## src/rtl/vc_input_port.sv

```systemverilog
module vc_input_port #(
  parameter int NUM_VNETS    = 2,
  parameter int VCS_PER_VNET = 2,
  parameter int DEPTH        = 4,
  parameter int STAGES       = 3,
  parameter int NUM_PORTS    = 4,
  parameter int DEST_W       = 4,
  parameter int DATA_W       = 8,
  parameter int CNT_W        = 8,
  localparam int NUM_VCS = NUM_VNETS * VCS_PER_VNET,
  localparam int VC_W    = (NUM_VCS > 1) ? $clog2(NUM_VCS) : 1,
  localparam int PORT_W  = (NUM_PORTS > 1) ? $clog2(NUM_PORTS) : 1
) (
  input  logic                       clk,
  input  logic                       rst_n,
  input  logic                       in_valid,
  input  logic [1:0]                 in_kind,
  input  logic [VC_W-1:0]            in_vc,
  input  logic [DEST_W-1:0]          in_dest,
  input  logic [DATA_W-1:0]          in_data,
  input  logic                       grant_valid,
  input  logic [VC_W-1:0]            grant_vc,
  input  logic                       cnt_clear,
  output logic [NUM_VCS-1:0]         sa_req,
  output logic [DATA_W-1:0]          out_data,
  output logic [1:0]                 out_kind,
  output logic [PORT_W-1:0]          out_port,
  output logic [NUM_VCS-1:0]         vc_active,
  output logic                       credit_valid,
  output logic [VC_W-1:0]            credit_vc,
  output logic                       credit_free,
  output logic                       proto_err,
  output logic [NUM_VNETS*CNT_W-1:0] buf_writes,
  output logic [NUM_VNETS*CNT_W-1:0] buf_reads
);

  localparam int PTR_W  = (DEPTH > 1) ? $clog2(DEPTH) : 1;
  localparam int OCC_W  = $clog2(DEPTH + 1);
  localparam int WAIT_W = (STAGES > 1) ? $clog2(STAGES) : 1;
  localparam int VN_W   = (NUM_VNETS > 1) ? $clog2(NUM_VNETS) : 1;
  localparam logic [1:0] K_HEAD = 2'd0, K_TAIL = 2'd2, K_HT = 2'd3;
  localparam logic [WAIT_W-1:0] WAIT_INIT = WAIT_W'(STAGES - 1);

  logic [DATA_W-1:0] mem   [NUM_VCS][DEPTH];
  logic [1:0]        mkind [NUM_VCS][DEPTH];
  logic [WAIT_W-1:0] mwait [NUM_VCS][DEPTH];
  logic [PTR_W-1:0]  wr_ptr [NUM_VCS];
  logic [PTR_W-1:0]  rd_ptr [NUM_VCS];
  logic [OCC_W-1:0]  occ    [NUM_VCS];
  logic [PORT_W-1:0] port_q [NUM_VCS];
  logic [NUM_VCS-1:0] active;
  logic [CNT_W-1:0]  wcnt [NUM_VNETS];
  logic [CNT_W-1:0]  rcnt [NUM_VNETS];

  wire in_is_head = (in_kind == K_HEAD) || (in_kind == K_HT);
  wire in_range   = 32'(in_vc) < NUM_VCS;
  wire in_full    = occ[in_vc] == OCC_W'(DEPTH);
  wire in_bad     = !in_range || in_full || (in_is_head ? active[in_vc] : !active[in_vc]);
  wire accept     = in_valid && !in_bad;
  wire g_range    = 32'(grant_vc) < NUM_VCS;
  wire pop_ok     = grant_valid && g_range && sa_req[grant_vc];
  wire [1:0] pop_kind = mkind[grant_vc][rd_ptr[grant_vc]];
  wire pop_last   = (pop_kind == K_TAIL) || (pop_kind == K_HT);
  wire [PORT_W-1:0] route_port = PORT_W'(in_dest % DEST_W'(NUM_PORTS));
  wire [VN_W-1:0]   in_vnet    = VN_W'(in_vc / VC_W'(VCS_PER_VNET));

  assign out_data  = mem[grant_vc][rd_ptr[grant_vc]];
  assign out_kind  = pop_kind;
  assign out_port  = port_q[grant_vc];
  assign vc_active = active;

  generate
    for (genvar v = 0; v < NUM_VCS; v++) begin : g_req
      assign sa_req[v] = (occ[v] != '0) && (mwait[v][rd_ptr[v]] == '0);
    end
    for (genvar k = 0; k < NUM_VNETS; k++) begin : g_cnt_out
      assign buf_writes[k*CNT_W +: CNT_W] = wcnt[k];
      assign buf_reads[k*CNT_W +: CNT_W]  = rcnt[k];
    end
  endgenerate

  always_ff @(posedge clk) begin
    for (int v = 0; v < NUM_VCS; v++)
      for (int e = 0; e < DEPTH; e++)
        if (mwait[v][e] != '0) mwait[v][e] <= mwait[v][e] - 1'b1;
    if (accept) begin
      mem[in_vc][wr_ptr[in_vc]]   <= in_data;
      mkind[in_vc][wr_ptr[in_vc]] <= in_kind;
      mwait[in_vc][wr_ptr[in_vc]] <= WAIT_INIT;
    end
  end

  always_ff @(posedge clk) begin
    if (!rst_n) begin
      active       <= '0;
      credit_valid <= 1'b0;
      credit_vc    <= '0;
      credit_free  <= 1'b0;
      proto_err    <= 1'b0;
      for (int v = 0; v < NUM_VCS; v++) begin
        wr_ptr[v] <= '0;
        rd_ptr[v] <= '0;
        occ[v]    <= '0;
        port_q[v] <= '0;
      end
      for (int k = 0; k < NUM_VNETS; k++) begin
        wcnt[k] <= '0;
        rcnt[k] <= '0;
      end
    end else begin
      proto_err    <= in_valid && in_bad;
      credit_valid <= pop_ok;
      if (pop_ok) begin
        credit_vc   <= grant_vc;
        credit_free <= pop_last;
      end
      for (int v = 0; v < NUM_VCS; v++) begin
        automatic logic wr_v = accept && (in_vc == VC_W'(v));
        automatic logic rd_v = pop_ok && (grant_vc == VC_W'(v));
        occ[v] <= occ[v] + OCC_W'(wr_v) - OCC_W'(rd_v);
        if (wr_v) begin
          wr_ptr[v] <= (wr_ptr[v] == PTR_W'(DEPTH - 1)) ? '0 : wr_ptr[v] + 1'b1;
          if (in_is_head) begin
            active[v] <= 1'b1;
            port_q[v] <= route_port;
          end
        end
        if (rd_v) begin
          rd_ptr[v] <= (rd_ptr[v] == PTR_W'(DEPTH - 1)) ? '0 : rd_ptr[v] + 1'b1;
          if (pop_last) active[v] <= 1'b0;
        end
      end
      for (int k = 0; k < NUM_VNETS; k++) begin
        if (cnt_clear) begin
          wcnt[k] <= '0;
          rcnt[k] <= '0;
        end else if (accept && in_vnet == VN_W'(k)) begin
          wcnt[k] <= wcnt[k] + 1'b1;
          rcnt[k] <= rcnt[k] + 1'b1;
        end
      end
    end
  end

  p_credit_follows_grant_r7: assert property (@(posedge clk) disable iff (!rst_n)
    pop_ok |=> credit_valid && credit_vc == $past(grant_vc));
  p_no_credit_without_grant_r7: assert property (@(posedge clk) disable iff (!rst_n)
    !pop_ok |=> !credit_valid);
  p_free_means_idle_r8: assert property (@(posedge clk) disable iff (!rst_n)
    credit_valid && credit_free |-> !active[credit_vc]);
  p_head_on_active_flags_r4: assert property (@(posedge clk) disable iff (!rst_n)
    in_valid && in_is_head && in_range && active[in_vc] |=> proto_err);

  generate
    for (genvar v = 0; v < NUM_VCS; v++) begin : g_chk
      p_occ_bound_r6: assert property (@(posedge clk) disable iff (!rst_n)
        occ[v] <= OCC_W'(DEPTH));
      p_req_holds_r5: assert property (@(posedge clk) disable iff (!rst_n)
        sa_req[v] && !(pop_ok && grant_vc == VC_W'(v)) |=> sa_req[v]);
    end
  endgenerate

endmodule

```

## config.mk

```make
export PLATFORM = sky130hd
export DESIGN_NAME = vc_input_port
export DESIGN_NICKNAME = d
export VERILOG_FILES = /design/src/rtl/vc_input_port.sv
export SDC_FILE = /design/constraint.sdc
export NUM_CORES = 1
export LEC_CHECK = 0
export BUFFER_PORTS_ARGS = -buffer_cell sky130_fd_sc_hd__buf_4
export CAP_MARGIN = 10
export CORE_MARGIN = 4
export CORE_UTILIZATION = 50
export CTS_CLUSTER_SIZE = 25
export DETAILED_ROUTE_END_ITERATION = 8
export GPL_ROUTABILITY_DRIVEN = 0
export PLACE_DENSITY_LB_ADDON = 0.12
export SLEW_MARGIN = 20
export SYNTH_ARGS = -nofsm -noshare
export SYNTH_HDL_FRONTEND = slang
export SYNTH_SLANG_ARGS = --single-unit
export TNS_END_PERCENT = 10
```

## constraint.sdc

```tcl
create_clock -name clk -period 4.9 [get_ports clk]
set_input_delay 0.735 -clock clk [delete_from_list [all_inputs] [get_ports clk]]
set_output_delay 0.735 -clock clk [all_outputs]
set_load 0.02 [all_outputs]
```

==> load_flow_metrics.sql <==
INSERT INTO impl_metrics (metric_group, metric, value, unit) VALUES
('synth', 'synth_edf_count', '216', ''),
('synth', 'syn-cell-area', '11220', 'sq um'),
('cells_and_area', 'final-instance-count-excl-fill', '1128', ''),
('cells_and_area', 'layout.nets', '874', ''),
('synth', 'synthTopCellsByArea', 'sky130_fd_sc_hd__edfxtp_1, sky130_fd_sc_hd__dfxtp_1, sky130_fd_sc_hd__mux4_2', ''),
('cells_and_area', 'syn2layout_area_growth', '16.12', '%'),
('setup_path', 'timing.critical_path.to_type', 'output pin', ''),
('clock_tree', 'post_cts_buffers', '0', ''),
('cells_and_area', 'final_area', '13030', 'sq um'),
('timing', 'setup_viol', '0', ''),
('route', 'total_via_count_in_the_routed_design', '6244', ''),
('global_route', 'globalRoute.totalOverflow', '0', ''),
('synth', 'synth_area_leader_cell', 'sky130_fd_sc_hd__edfxtp_1', ''),
('synth', 'synthTopCellsByCount', 'sky130_fd_sc_hd__edfxtp_1, sky130_fd_sc_hd__nor2_1, sky130_fd_sc_hd__dfxtp_1', ''),
('clock_tree', 'cts.clk_slew.worst_paths', '0.06', 'ns'),
('timing', 'worst_pin_slew', '0.9701', 'ns'),
('clock_tree', 'number_of_buffers_between_clock_root_and_the_deepest_sink', '3', ''),
('timing', 'finalWorstPathRequiredPeriod', '3.824', 'ns'),
('power_and_ir_drop', 'power.ir.vdd_worst', '248.1', 'uV'),
('route', 'detail-route-antenna-nets', '0', ''),
('power_and_ir_drop', 'power.density_cell_area', '389.6', 'nW/um^2'),
('cells_and_area', 'antenna_cells_inserted', '0', ''),
('floorplanning', 'pin_count', '80', ''),
('synth', 'synth.net_count', '773', ''),
('clock_tree', 'tritoncts', 'yes', ''),
('synth', 'yosys_warnings', '0', ''),
('setup_path', 'cp_required', '4.16', 'ns'),
('clock_tree', 'number_of_clock_buffers_inserted_by_tritoncts', '27', ''),
('flow_run', 'maxCapViolCount', '0', ''),
('floorplanning', 'floorplan.initialDensity', '0.5111', ''),
('timing', 'clock_tree_skew_after_final_layout', '0.01983', 'ns'),
('setup_path', 'startpoint_type', 'primary input', ''),
('synth', 'synth_cell_types', '43', ''),
('timing', 'summed_negative_setup_slack_over_all_endpoints', '0', 'ns'),
('synth', 'yosysTopAreaCellShare', '0.5779', ''),
('floorplanning', 'die_height', '157.8', 'um'),
('place', 'hpwl', '15.24', 'mm'),
('setup_path', 'regToRegStartpoint', 'rd_ptr[0][0]', ''),
('place', 'post-place-cells', '1078', ''),
('clock_tree', 'htree_num_levels', '1', ''),
('place', 'post-place-ws', '0.9562', 'ns'),
('synth', 'most_common_flop_cell_mapped_by_yosys', 'sky130_fd_sc_hd__edfxtp_1', ''),
('route', 'first_pass_iters', '5', ''),
('hold_path', 'worstHoldStart', 'mwait[0][4]', ''),
('floorplanning', 'num_rows', '54', ''),
('route', 'detail_route.wirelength', '22.91', 'mm'),
('place', 'port_buffers', '77', ''),
('synth', 'syn_inst', '726', ''),
('floorplanning', 'core_area', '21960', 'sq um'),
('global_route', 'gr-usage-all-layers', '0.1885', ''),
('status', 'status', 'finished clean', ''),
('route', 'wire_per_inst', '20.31', 'um'),
('route', 'remaining_drc_errors', '0', ''),
('route', 'vias_per_cell', '5.535', ''),
('clock_tree', 'quantity_of_gates_resized_following_cts', '0', ''),
('timing', 'timing.final.max_slew_violations', '0', ''),
('setup_path', 'cp_data_arrival_time', '3.09', 'ns'),
('global_route', 'grt_antenna_before_repair', '0', ''),
('setup_path', 'critPathLaunch', 'grant_vc[1]', ''),
('timing', 'hold_viol_final', '0', ''),
('place', 'postPlaceCellArea', '12200', 'sq um'),
('clock_tree', 'cts_hold_buffers', '0', ''),
('clock_tree', 'clock_latency', '0.55', 'ns'),
('timing', 'fin_crit_sh', '0.7804', ''),
('synth', 'postSynthAreaPerCell', '15.46', 'sq um'),
('floorplanning', 'die_area', '24910', 'sq um'),
('global_route', 'grt_first_pass_wirelength', '35.96', 'mm'),
('timing', 'maximum_clock_frequency', '261.5', 'MHz'),
('timing', 'postLayoutSetupSlackWorst', '1.076', 'ns'),
('timing', 'relSlewSlack', '0.3473', ''),
('clock_tree', 'clkSinkCount', '269', '');
-- per-stage QoR --
step	util	hold slack, ns	power, mW
floorplan	-	0.4137	2.988
global placement	0.5556	0.4281	3.179
detailed placement	0.5556	0.4405	3.201
CTS	0.5935	0.4488	5.136
global route	0.5935	0.4636	5.288
finish	0.5935	0.4443	5.078
-- layout by cell type, fill, tap and decap left out, drive strengths merged, types with 2 or more instances in the layout --
master | netlist | final
and3 | 7 | 7
xor2 | 19 | 19
nor3b | 22 | 22
nand2 | 32 | 32
mux2 | 10 | 10
a22oi | 3 | 3
or3b | 3 | 3
and2 | 13 | 13
mux4 | 48 | 48
nor2 | 67 | 67
nor2b | 8 | 8
a211oi | 4 | 4
fa | 4 | 4
mux2i | 12 | 12
nand2b | 4 | 4
edfxtp | 216 | 216
nor4 | 17 | 17
inv | 36 | 37
a21oi | 2 | 2
nand3 | 19 | 19
o311a | 6 | 6
ha | 20 | 20
a21o | 16 | 16
dfxtp | 53 | 53
a31oi | 3 | 3
nor3 | 15 | 15
xnor2 | 15 | 15
buf | 11 | 98
clkinv | 0 | 5
clkbuf | 15 | 43
o21ai | 19 | 19
-- final timing paths --
check,to,cells past startpoint
worst min register to register,mwait[0][4],1
worst min-delay path,mwait[0][4],1
worst max-delay path,out_kind[1],6
worst max register to register,occ[0][2],14
-- state kept, by name (all words and copies together), names as in the netlist --
signal / flops
wcnt: 16
credit_valid: 1
rcnt: 16
wr_ptr: 8
proto_err: 1
rd_ptr: 8
occ: 12
port_q: 8
credit_vc: 2
mkind: 32
credit_free: 1
vc_active: 4
mem: 128
mwait: 32
-- power breakdown --
group | total (mW) | internal, mW | switching [mW]
sequential | 2.60 | 2.54 | 0.0543
clock | 1.93 | 1.12 | 0.816
combinational | 0.548 | 0.235 | 0.313
total | 5.08 | 3.89 | 1.18
-- worst max-delay path: stages --
cell                      delay (ns)
sky130_fd_sc_hd__buf_4          0.58
sky130_fd_sc_hd__mux4_2         0.83
sky130_fd_sc_hd__mux2_2         0.40
sky130_fd_sc_hd__nand2_1        0.06
sky130_fd_sc_hd__o21ai_0        0.21
sky130_fd_sc_hd__buf_4          0.25
-- routing by layer --
layer  wire, um  GRT usage
met2      11650     0.3261
met4        402    0.04793
met3       1042    0.02816
met1       9812     0.2529
met5          0          0
-- layout make-up --
cell class,count,area [sq um]
Fill cell,1668,8926
Sequential cell,269,7547
Multi-Input combinational cell,395,3431
Clock buffer,43,759.5
Timing Repair Buffer,98,735.7
Tap cell,280,350.3
Inverter,36,135.1
Clock inverter,7,73.82
-- cell families (layout without fill, tap and decap cells) --
family | count (synthesis) | count (layout) | share of synthesized area
flops | 269 | 269 | 0.6725
compound gates | 57 | 57 | 0.03478
fa+ha+maj | 24 | 24 | 0.02943
xor+xnor | 34 | 34 | 0.02653
simple gates | 210 | 210 | 0.09721
buf+inv | 62 | 184 | 0.02185
mux | 70 | 70 | 0.1177
No activity file was read; power rests on OpenSTA's default activity.
